<file path="config.mk">
export PLATFORM = sky130hd
export DESIGN_NAME = cond_sum_adder
export DESIGN_NICKNAME = d
export VERILOG_FILES = /design/src/rtl/csa_pkg.sv /design/src/rtl/csa_cond_cell.sv /design/src/rtl/csa_pair_mux.sv /design/src/rtl/csa_section.sv /design/src/rtl/cond_sum_adder.sv
export SDC_FILE = /design/constraint.sdc
export NUM_CORES = 1
export LEC_CHECK = 0
export BUFFER_PORTS_ARGS = -buffer_cell sky130_fd_sc_hd__buf_2
export CAP_MARGIN = 20
export CORE_MARGIN = 5
export CORE_UTILIZATION = 57
export DETAILED_ROUTE_END_ITERATION = 10
export PLACE_DENSITY = 0.91
export SLEW_MARGIN = 0
export SYNTH_ARGS = -nofsm -noshare
export SYNTH_HDL_FRONTEND = slang
export SYNTH_SLANG_ARGS = --single-unit
export TNS_END_PERCENT = 50
</file>
<file path="constraint.sdc">
create_clock -name vclk -period 5.95
set_input_delay 0.595 -clock vclk [all_inputs]
set_output_delay 0.595 -clock vclk [all_outputs]
set_load 0.01 [all_outputs]
</file>
<file path="src/rtl/csa_pkg.sv">
package csa_pkg;

  // True when n is a power of two and at least 2.
  function automatic bit width_ok(input int n);
    return (n >= 2) && ((n & (n - 1)) == 0);
  endfunction

endpackage

</file>
<file path="src/rtl/csa_cond_cell.sv">
// One bit position: both candidate (sum, carry) pairs, independent of the
// carry that will eventually arrive.
module csa_cond_cell (
  input  logic a,
  input  logic b,
  output logic s0,
  output logic c0,
  output logic s1,
  output logic c1
);
  logic half;

  assign half = a ^ b;
  assign s0   = half;
  assign c0   = a & b;
  assign s1   = ~half;
  assign c1   = a | b;
endmodule

</file>
<file path="src/rtl/csa_pair_mux.sv">
// W input pairs sharing one select line; each pair yields one output bit.
module csa_pair_mux #(
  parameter int W = 2
) (
  input  logic         sel,
  input  logic [W-1:0] in0,
  input  logic [W-1:0] in1,
  output logic [W-1:0] out
);
  for (genvar i = 0; i < W; i++) begin : g_pair
    assign out[i] = sel ? in1[i] : in0[i];
  end
endmodule

</file>
<file path="src/rtl/csa_section.sv">
// A W-bit group that yields two candidates: one for an assumed incoming
// carry of 0 and one for 1. It is built recursively from two W/2 groups.
module csa_section #(
  parameter int W = 2
) (
  input  logic [W-1:0] a,
  input  logic [W-1:0] b,
  output logic [W-1:0] s0,
  output logic         c0,
  output logic [W-1:0] s1,
  output logic         c1
);
  if (W == 1) begin : g_leaf
    csa_cond_cell cell_i (
      .a(a[0]), .b(b[0]),
      .s0(s0[0]), .c0(c0), .s1(s1[0]), .c1(c1)
    );
  end else begin : g_merge
    localparam int H = W / 2;

    logic [H-1:0] lo_s0, lo_s1, hi_s0, hi_s1;
    logic         lo_c0, lo_c1, hi_c0, hi_c1;

    csa_section #(.W(H)) lo_i (
      .a(a[H-1:0]), .b(b[H-1:0]),
      .s0(lo_s0), .c0(lo_c0), .s1(lo_s1), .c1(lo_c1)
    );
    csa_section #(.W(H)) hi_i (
      .a(a[W-1:H]), .b(b[W-1:H]),
      .s0(hi_s0), .c0(hi_c0), .s1(hi_s1), .c1(hi_c1)
    );

    // The lower group's carry under each assumption picks the upper candidate.
    csa_pair_mux #(.W(H + 1)) pick0_i (
      .sel(lo_c0),
      .in0({hi_c0, hi_s0}),
      .in1({hi_c1, hi_s1}),
      .out({c0, s0[W-1:H]})
    );
    csa_pair_mux #(.W(H + 1)) pick1_i (
      .sel(lo_c1),
      .in0({hi_c0, hi_s0}),
      .in1({hi_c1, hi_s1}),
      .out({c1, s1[W-1:H]})
    );

    assign s0[H-1:0] = lo_s0;
    assign s1[H-1:0] = lo_s1;
  end

  always_comb begin

    cand_step_chk: assert ({c1, s1} == ({c0, s0} + 1'b1));

    carry_order_chk: assert (!c0 || c1);
  end
endmodule

</file>
<file path="src/rtl/cond_sum_adder.sv">
module cond_sum_adder #(
  parameter int N = 32
) (
  input  logic [N-1:0] a,
  input  logic [N-1:0] b,
  input  logic         cin,
  output logic [N-1:0] sum,
  output logic         cout
);
  import csa_pkg::*;

  localparam int LEVELS = $clog2(N);

  if (!width_ok(N) || ((1 << LEVELS) != N)) begin : g_bad_width
    $error("cond_sum_adder: N must be a power of two, at least 2");
  end

  logic [N-1:0] full_s0, full_s1;
  logic         full_c0, full_c1;

  csa_section #(.W(N)) root_i (
    .a(a), .b(b),
    .s0(full_s0), .c0(full_c0), .s1(full_s1), .c1(full_c1)
  );

  // The true carry-in resolves the two whole-word candidates.
  csa_pair_mux #(.W(N + 1)) final_i (
    .sel(cin),
    .in0({full_c0, full_s0}),
    .in1({full_c1, full_s1}),
    .out({cout, sum})
  );

  always_comb begin

    sum_exact_chk: assert ({cout, sum} == ({1'b0, a} + {1'b0, b} + {{N{1'b0}}, cin}));

    ripple_span_chk: assert (!(&(a ^ b)) || ((cout == cin) && (sum == {N{~cin}})));
  end
endmodule

</file>
Word level (Yosys, flattened, before mapping)
Cells that the tools add are included.

Add/subtract/negate cells: 0. Multiply operators: 0. Divide/modulo/power cells: 0. Order comparisons: 0. Equality and inequality tests: 0. Shifts and indexed selects: 0. Mux-type cells: 255. Bitwise operators: 128. Reductions and logical operators: 0.

Operators with widths (number): $mux W1 (255); $and A1 B1 Y1 (32); $not A1 Y1 (32); $or A1 B1 Y1 (32); $xor A1 B1 Y1 (32).

Flip-flop bits (word level): 0. Latch bits: 0. Memory bits (writable): 0. Bits in read-only memories: 0. Output and inout port bits: 33. Word-level logic and storage cells: 383. Memories kept: 0.

Depth between registers and ports, before layout
Gate-level depths: netlist of the first run.

Depth in word-level cells: 8. Mapped depth: 14. Depth with buffers taken out: 14.

Modules after synthesis
From an unflattened synthesis of the first run, not the netlist that was laid out.

Cells, all modules: 491. Area, all modules: 4894.7 sq um.

By module, submodules not included: csa_cond_cell (instances 32, cells an instance 6, area each 40.0 sq um); csa_pair_mux (root_i.g_merge.hi_i.g_merge.hi_i.g_merge.hi_i.g_merge.hi_i.g_merge.pick0_i ...) (instances 32, cells an instance 2, area each 22.5 sq um); csa_pair_mux (root_i.g_merge.hi_i.g_merge.pick0_i ...) (instances 4, cells an instance 10, area each 146.4 sq um); csa_pair_mux (final_i) (instances 1, cells an instance 37, area each 555.5 sq um); csa_pair_mux (root_i.g_merge.hi_i.g_merge.hi_i.g_merge.hi_i.g_merge.pick0_i ...) (instances 16, cells an instance 3, area each 33.8 sq um); csa_pair_mux (root_i.g_merge.pick0_i ...) (instances 2, cells an instance 19, area each 260.2 sq um); csa_pair_mux (root_i.g_merge.hi_i.g_merge.hi_i.g_merge.pick0_i ...) (instances 8, cells an instance 5, area each 56.3 sq um); csa_section (root_i.g_merge.hi_i.g_merge.hi_i.g_merge.hi_i.g_merge.hi_i ...) (instances 16, cells an instance 2, area each 15.0 sq um).

Worst setup path after synthesis of the first run
OpenSTA, ideal clock, no wires.

Kind: input-to-output. From: input port a[3]. To: output port sum[23]. Arrival time: 3.391 ns. Required time: 5.355 ns. Setup slack: 1.964 ns. Stages: 13. Path through: ha_1 > or3_1 > a211oi_2 > nor2_1 > and3_4 > o21ba_1 > a211o_1 > a21oi_1 > nor2_2 > a41o_1 > nor3b_2 > mux2i_1 > xnor2_1.

Word-level cells in the longest chain between the ends: 7. Elaborated cells between the ends (all ways): 13.

RTL lines: start: declaration (RTL line cond_sum_adder.sv:4) `input logic [N-1:0] a,`; $and A1 B1 Y1 or $or A1 B1 Y1 (tied branches) (RTL line csa_cond_cell.sv:15, csa_cond_cell.sv:17); $mux W1 (5 in a row) (RTL line csa_pair_mux.sv:11) `assign out[i] = sel ? in1[i] : in0[i];`; $mux W1 * (RTL line csa_pair_mux.sv:11); end: declaration (RTL line cond_sum_adder.sv:7) `output logic [N-1:0] sum,`.

Mark *: on every way between the ends. The rest lies on a longest branch, timed or not.

Worst setup path in the final report of the first run
Ends and elaborated chain as after synthesis.

==> results of run 1 <==
-- per-layer routing --
layer | up-vias | global-route usage [%] | part of all wire (%)
met5 | - | 0 | 0
li1 | 1459 | - | -
met1 | 1291 | 19.9 | 38
met2 | 80 | 44.4 | 55
met4 | 0 | 3.85 | 1.8
met3 | 14 | 1.49 | 5.2
-- through the flow --
step	worst slack, ns	area [sq um]	power [uW]	std cells	utilization [%]
floorplan	1.96	2650	280	378	-
global placement	1.61	3190	406	525	71.8
detailed placement	1.45	3190	419	525	71.8
CTS	1.46	3190	421	525	71.8
global route	1.15	3190	462	525	71.8
finish	1.44	3190	418	525	71.8
-- report_power, final --
| part | internal (uW) | total (uW) | leakage [uW] | switching [uW] |
|---|---|---|---|---|
| sequential | 0 | 0 | 0 | 0 |
| clock | 0 | 0 | 0 | 0 |
| combinational | 191 | 418 | 0.00188 | 227 |
| total | 191 | 418 | 0.00188 | 227 |
-- worst max path at each step --
stage / startpoint / end / slack [ns]
6_report: a[3] / sum[23] / 1.44
5_1_grt: a[3] / sum[23] / 1.15
4_1_cts: a[3] / sum[23] / 1.46
3_5_place_dp: a[3] / sum[23] / 1.45
3_3_place_gp: a[3] / sum[23] / 1.61
2_1_floorplan: a[3] / sum[23] / 1.96
-- cell type report --
type	count	area, sq um	area share, %
Inverter	74	278	8.70
Multi-Input combinational cell	301	2360	73.9
Timing Repair Buffer	98	490	15.4
Tap cell	52	65.1	2.04
-- cell families (layout without fill, tap and decap cells) --
kind of cell	count (synthesis)	in the layout	share of synthesized area (%)
AND/OR/NAND/NOR	124	124	25.1
buffers and inverters	77	172	10.9
multiplexers	14	14	5.34
XOR/XNOR	31	31	10.3
AO/OA/AOI/OAI	68	68	18.1
adder cells (fa/ha/maj)	64	64	30.2
-- critical path: stages --
cell	delay [ns]
buf_2	0.10
ha_1	0.23
or3_1	0.39
a211oi_2	0.18
nor2_1	0.10
and3_4	0.17
nor3_1	0.32
o22ai_1	0.23
a21oi_1	0.41
nor2_2	0.13
a41o_1	0.27
nor3b_2	0.25
mux2i_1	0.25
xnor2_1	0.13
buf_2	0.14
-- synthesized netlist by cell type, types with 3 or more instances --
| master | count | area share (%) |
|---|---|---|
| xnor2_1 | 21 | 6.9 |
| o211ai_1 | 8 | 2.3 |
| nand2_1 | 25 | 3.5 |
| or3_1 | 5 | 1.2 |
| and2_1 | 7 | 1.7 |
| nor3_1 | 8 | 1.5 |
| a211oi_1 | 3 | 0.85 |
| or2_2 | 5 | 1.2 |
| nor2_1 | 29 | 4.1 |
| ha_1 | 64 | 30 |
| nand3b_1 | 7 | 2.0 |
| o21ai_0 | 9 | 1.7 |
| nand3_1 | 4 | 0.76 |
| a21oi_1 | 15 | 2.8 |
| xor2_1 | 10 | 3.3 |
| clkbuf_1 | 3 | 0.43 |
| nor2b_1 | 6 | 1.4 |
| o22ai_1 | 10 | 2.4 |
| and3_1 | 4 | 0.95 |
| nor3b_1 | 11 | 3.1 |
| mux2i_1 | 13 | 4.9 |
| inv_1 | 74 | 10 |
==> metrics.md, run 1 <==
| Metric | Value |
|---|---|
| Mapped Nets | `507` |
| Sequential cells | `0` |
| Worst relative slew slack | `71.4%` |
| Diode count | `0` |
| Max-cap violation count | `0` |
| Register area share after synthesis | `0%` |
| Slew Limit Fails | `0` |
| Die Span Y | `78.2 microns` |
| Fin. Hold Viols | `0` |
| DR pass1 iterations | `4` |
| Vias post-DR | `2844` |
| First-pass GRT wire length | `10900 microns` |
| Reg area | `0 sq um` |
| Routability Congestion | `0.903` |
| Most frequent cells in the layout | `buf_2, inv_1, ha_1, nor2_1, nand2_1` |
| Avg Cell Area, Syn | `7.00 sq um` |
| Critical path peak fanout | `5` |
| WHS Path Cells | `3` |
| # hold bufs at CTS | `0` |
| Critical Path AT | `3.91 ns` |
| Period utilization | `75.7%` |
| Critical Path Source Type | `input port` |
| Pin count of the biggest net entering global routing | `10` |
| DP HPWL | `5780 microns` |
| Clkbuf count | `0` |
| Routed Antenna Nets | `0` |
| Top Ports | `98` |
| Initial Utilization | `59.6%` |
| Total grt overflow | `0` |
| Layout cell share with drive strength beyond 1 | `24.5%` |
| Vias in the first global route | `2893` |
| Vias per cell | `5.42` |
| Die area | `6110 sq um` |
| Initial antenna violation count | `0` |
| DRC | `0` |
| Core area | `4440 sq um` |
| Post CTS Setup Buffer Count | `0` |
| Cells after synthesis | `378` |
| Post-Route WL | `6420 microns` |
| Width of the die | `78.2 microns` |
| Status | `finished, final reports clean` |
| Pleak | `0.00188 uW` |
| Worst hold path type | `input port to output pin` |
| Finish-stage setup viols | `0` |
| Unique masters post-synth | `55` |
| Avg WL per Cell | `12.2 microns` |
| Hold path start | `cin` |
| Peak supply drop | `0.0985 mV` |
| Worst Hold Path EP | `sum[0]` |
| Yosys warns | `0` |
| Slew @ Worst Pin | `0.425 ns` |
| Worst hold slack | `1.49 ns` |
| Row count | `24` |
| FMAX | `0.222 GHz` |
| WS Path Type | `input port to output pin` |
| Post-Synthesis Cell Area | `2650 sq um` |
| # nets final | `604` |
| Worst EP required | `5.36 ns` |
| PwrDens | `131 nW/um^2` |
| Most common cell after layout, fill and taps aside | `buf_2` |
| Number of port buffers | `98` |
| Tmin final | `4.51 ns` |
| Drt initial violations | `91` |
| Post-cts repair resize count | `0` |
| Crit end category | `output pin` |
| RSZ-0062 raised after global routing | `false` |
| Setup TNS | `0 ns` |
| Fillcell total | `398` |
| GRT Resource Usage Total | `20.1%` |
| Synthesis-to-finish area growth | `20.6%` |
Note: power is estimated with default switching activity, not from simulation.
==> run 2: changes to the inputs <==
--- a/config.mk
+++ b/config.mk
@@ -5,12 +5,13 @@
 export SDC_FILE = /design/constraint.sdc
 export NUM_CORES = 1
 export LEC_CHECK = 0
+export ABC_AREA = 1
 export BUFFER_PORTS_ARGS = -buffer_cell sky130_fd_sc_hd__buf_2
 export CAP_MARGIN = 20
 export CORE_MARGIN = 5
-export CORE_UTILIZATION = 57
+export CORE_UTILIZATION = 58
 export DETAILED_ROUTE_END_ITERATION = 10
-export PLACE_DENSITY = 0.91
+export PLACE_DENSITY = 0.85
 export SLEW_MARGIN = 0
 export SYNTH_ARGS = -nofsm -noshare
 export SYNTH_HDL_FRONTEND = slang
==> constraint.sdc (replaced) <==
create_clock -name vclk -period 4.3
set_input_delay 0.43 -clock vclk [all_inputs]
set_output_delay 0.43 -clock vclk [all_outputs]
set_load 0.01 [all_outputs]
==> metrics.md, run 2 <==
| Metric | Value |
|---|---|
| RSZ-0062 raised after global routing | `false` |
| Critical path peak fanout | `12` |
| Setup TNS | `0 ns` |
| Peak supply drop | `0.0982 mV` |
| Number of port buffers | `98` |
| Reg area | `0 sq um` |
| Post-Route WL | `10700 microns` |
| Avg WL per Cell | `10.7 microns` |
| Cells after synthesis | `814` |
| Non-filler cells, final | `1000` |
| DRC | `0` |
| Avg Cell Area, Syn | `5.12 sq um` |
| Synth top area cells | `nand2_1, ha_1, inv_1` |
| Total grt overflow | `0` |
| Yosys warns | `0` |
| Finish-stage setup viols | `0` |
| M3 GR Usage | `1.12%` |
| FMAX | `0.348 GHz` |
| Post-cts repair resize count | `0` |
| Worst EP required | `3.87 ns` |
| Max-cap violation count | `0` |
| Width of the die | `94.7 microns` |
| Clkbuf count | `0` |
| Pleak | `0.00302 uW` |
| Status | `finished, final reports clean` |
| Sequential power share | `0%` |
| GR Util met2 | `48.9%` |
| GRT Resource Usage Total | `23.9%` |
| Switch share | `63.6%` |
| DR pass1 iterations | `5` |
| Cell-internal power | `303 uW` |
| Crit end category | `output pin` |
| Placed insts | `1000` |
| Pin count of the biggest net entering global routing | `30` |
| Multi-input gate area | `3660 sq um` |
| Slew @ Worst Pin | `0.589 ns` |
| Slew Limit Fails | `0` |
| Sequential cells | `0` |
| Net switching power | `531 uW` |
| Tmin final | `2.87 ns` |
| Layout cell share with drive strength beyond 1 | `15.0%` |
| Routability Congestion | `0.853` |
| Vias post-DR | `5022` |
| Row count | `30` |
| Die Span Y | `94.7 microns` |
| Diode count | `0` |
| Mapped Nets | `943` |
| Top Ports | `98` |
| Commonest cells post-synth | `nand2_1, inv_1, ha_1` |
| Register area share after synthesis | `0%` |
| Most frequent cells in the layout | `nand2_1, inv_1, buf_2, ha_1, o21ai_0` |
| WS Path Type | `input port to output pin` |
| PwrDens | `177 nW/um^2` |
| Critical Path Source Type | `input port` |
| Clock power share | `0%` |
| Core area | `6910 sq um` |
| Fillcell total | `687` |
| Period utilization | `66.8%` |
| Post CTS Setup Buffer Count | `0` |
| Most common cell after layout, fill and taps aside | `nand2_1` |
| Vias in the first global route | `4895` |
| Synthesis-to-finish area growth | `13.3%` |
| Unique masters post-synth | `23` |
| # nets final | `1035` |
| Top cell type's share of synthesized area | `35.9%` |
| Initial antenna violation count | `0` |
| Yosys top cell by area | `nand2_1` |
| Most frequent cell after synthesis | `nand2_1` |
| Post-Synthesis Cell Area | `4160 sq um` |
| Met1 usage | `27.2%` |
| Worst hold path type | `input port to output pin` |
| Routed Antenna Nets | `0` |
| Gr busiest metal | `met2` |
| Fin. Hold Viols | `0` |
| # hold bufs at CTS | `0` |
| Worst relative slew slack | `60.5%` |
| Critical Path AT | `2.44 ns` |
| Drt initial violations | `215` |
| Initial Utilization | `60.3%` |
| First-pass GRT wire length | `18900 microns` |
| DP HPWL | `9280 microns` |
| Die area | `8970 sq um` |
| Vias per cell | `5.02` |
| Comb power frac | `100.0%` |
[run 2: cell count changes after synthesis, sizes merged, moves of 8 or more]
cell,delta
and2,-9
nor2,+11
xor2,+19
a21oi,-13
inv,+43
nor3b,-12
o21ai,+59
o22ai,-10
nor3,-8
mux2i,-13
nand3,+29
nand2,+401
[run 2: worst max-delay path: stages]
cell     delay (ns)
buf_2          0.09
inv_1          0.04
ha_1           0.23
nand2_1        0.10
inv_1          0.05
nor2_1         0.21
nand2_1        0.09
nand2_1        0.08
nand2_1        0.05
nand2_1        0.29
nand2_2        0.11
nand2_4        0.16
nand2_4        0.11
nand2_4        0.13
nand2_1        0.07
nand2_1        0.06
buf_2          0.12
[run 2: path summary, 6_finish.rpt]
kind              startpoint      end  slack [ns]  cells past startpoint
setup / recovery        a[4]  sum[21]        1.43                     17
hold / removal          b[5]   sum[5]        1.33                      5
[run 2: area by class of cell]
cell class | count | area share [%]
timing repair buffer | 98 | 10.4
multi-input combinational | 688 | 77.7
tap | 96 | 2.55
inverter | 118 | 9.39
[run 2: through the flow]
stage	setup WS, ns	util (%)	power, uW	hold WS [ns]	instance area [sq um]
floorplan	2.12	-	609	1.10	4160
global placement	1.63	68.3	791	1.32	4720
detailed placement	1.49	68.3	825	1.33	4720
CTS	1.49	68.3	829	1.33	4720
global route	1.24	68.3	945	1.37	4720
finish	1.43	68.3	834	1.33	4720
[run 2: routing by layer]
metal / routed length [microns] / vias up
li1: - / 2652
met1: 4450 / 2228
met2: 5630 / 136
met3: 545 / 6
met4: 59 / 0
met5: 0 / -
[run 2: power groups by stage]
stage / logic (uW) / clock network [uW] / registers, uW
floorplan: 609 / 0 / 0
global placement: 791 / 0 / 0
detailed placement: 825 / 0 / 0
finish: 834 / 0 / 0
CTS: 829 / 0 / 0
global route: 945 / 0 / 0
[run 2: cell families (layout without fill, tap and decap cells)]
| family | Yosys count | in the layout | share of synthesized area (%) |
|---|---|---|---|
| compound gates | 73 | 73 | 9.43 |
| xor+xnor | 48 | 48 | 10.1 |
| fa+ha+maj | 64 | 64 | 19.2 |
| buf+inv | 126 | 216 | 12.0 |
| simple gates | 503 | 503 | 49.2 |
==> run 3: changes to the inputs <==
==> constraint.sdc (replaced) <==
create_clock -name vclk -period 2.91
set_input_delay 0.291 -clock vclk [all_inputs]
set_output_delay 0.291 -clock vclk [all_outputs]
set_load 0.01 [all_outputs]
==> metrics.md, run 3 (same netlist as run 2, synthesis figures left out) <==
| Metric | Value |
|---|---|
| PwrDens | `259 nW/um^2` |
| Setup crit start | `a[4]` |
| RSZ-0062 raised after global routing | `false` |
| DR pass1 iterations | `5` |
| GRT Resource Usage Total | `22.8%` |
| Non-filler cells, final | `1000` |
| Peak supply drop | `0.142 mV` |
| Most common cell after layout, fill and taps aside | `nand2_1` |
| Vias per cell | `4.97` |
| Hold path start | `b[4]` |
| Diode count | `0` |
| Routability Congestion | `0.859` |
| Row count | `30` |
| Fillcell total | `665` |
| Finish-stage setup viols | `0` |
| Worst relative slew slack | `62.2%` |
| Avg WL per Cell | `10.3 microns` |
| Reg area | `0 sq um` |
| Layout cell share with drive strength beyond 1 | `15.0%` |
| # nets final | `1035` |
| Post CTS Setup Buffer Count | `0` |
| Slew @ Worst Pin | `0.564 ns` |
| Most frequent cells in the layout | `nand2_1, inv_1, buf_2, ha_1, o21ai_0` |
| Dpl ws | `0.420 ns` |
| Post-Route WL | `10300 microns` |
| Top Ports | `98` |
| Total grt overflow | `0` |
| Critical path peak fanout | `12` |
| Width of the die | `94.7 microns` |
| Initial antenna violation count | `0` |
| Vias in the first global route | `4605` |
| # hold bufs at CTS | `0` |
| Final core occ | `68.3%` |
| Total power | `1220 uW` |
| Fin. Hold Viols | `0` |
| Crit end category | `output pin` |
| Tmin final | `2.51 ns` |
| WS Path Type | `input port to output pin` |
| Slew Limit Fails | `0` |
| Clkbuf count | `0` |
| Critical Path Source Type | `input port` |
| Routed Antenna Nets | `0` |
| DP HPWL | `8990 microns` |
| Final setup margin | `0.400 ns` |
| Worst hold path type | `input port to output pin` |
| FMAX | `0.398 GHz` |
| Number of port buffers | `98` |
| Max-cap violation count | `0` |
| Vias post-DR | `4972` |
| Sequential cells | `0` |
| Status | `finished, final reports clean` |
| Placed insts | `1000` |
| First-pass GRT wire length | `18100 microns` |
| Pleak | `0.00302 uW` |
| Pin count of the biggest net entering global routing | `30` |
| Critical Path AT | `2.22 ns` |
| Setup TNS | `0 ns` |
| Core area | `6910 sq um` |
| Initial Utilization | `60.3%` |
| Period utilization | `86.3%` |
| Post-cts repair resize count | `0` |
| Die Span Y | `94.7 microns` |
| Drt initial violations | `180` |
| DRC | `0` |
| Die area | `8970 sq um` |
| Synthesis-to-finish area growth | `13.3%` |
| Worst EP required | `2.62 ns` |
[run 3: cell counts in the layout (fill, tap and decap cells not counted)]
No cell type changed its count.
[run 3: area by class of cell]
class	instances	area, sq um	share of cell area (%)
Inverter	118	443	9.39
Multi-Input combinational cell	688	3660	77.7
Tap cell	96	120	2.55
Timing Repair Buffer	98	490	10.4
[run 3: worst paths after layout]
kind / to / slack [ns] / cells past startpoint
setup / recovery: sum[24] / 0.40 / 17
hold / removal: sum[4] / 1.05 / 5
[run 3: critical path, cell delays in order]
cell	delay, ns
buf_2	0.09
inv_1	0.04
ha_1	0.23
nand2_1	0.10
inv_1	0.04
nor2_1	0.17
nand2_1	0.07
nand2_1	0.08
nand2_1	0.06
nand2_1	0.28
nand2_2	0.11
nand2_4	0.16
nand2_4	0.10
nand2_4	0.13
nand2_1	0.06
nand2_1	0.06
buf_2	0.12
[run 3: stage by stage]
stage / hold WS, ns / area (sq um)
after floorplan: 0.825 / 4160
after global placement: 1.04 / 4720
after detailed placement: 1.05 / 4720
after CTS: 1.05 / 4720
after global routing: 1.09 / 4720
final: 1.05 / 4720
[run 3: power breakdown]
part | internal, uW | total [uW] | switching, uW
Clock | 0 | 0 | 0
Combinational | 448 | 1220 | 775
Sequential | 0 | 0 | 0
[run 3: routing by layer]
metal / vias up / part of all wire (%) / global-route usage (%)
met5: - / 0 / 0
met2: 112 / 51 / 44.9
met3: 12 / 4.5 / 0.876
met1: 2197 / 43 / 27.9
met4: 0 / 0.74 / 2.40
li1: 2651 / - / -
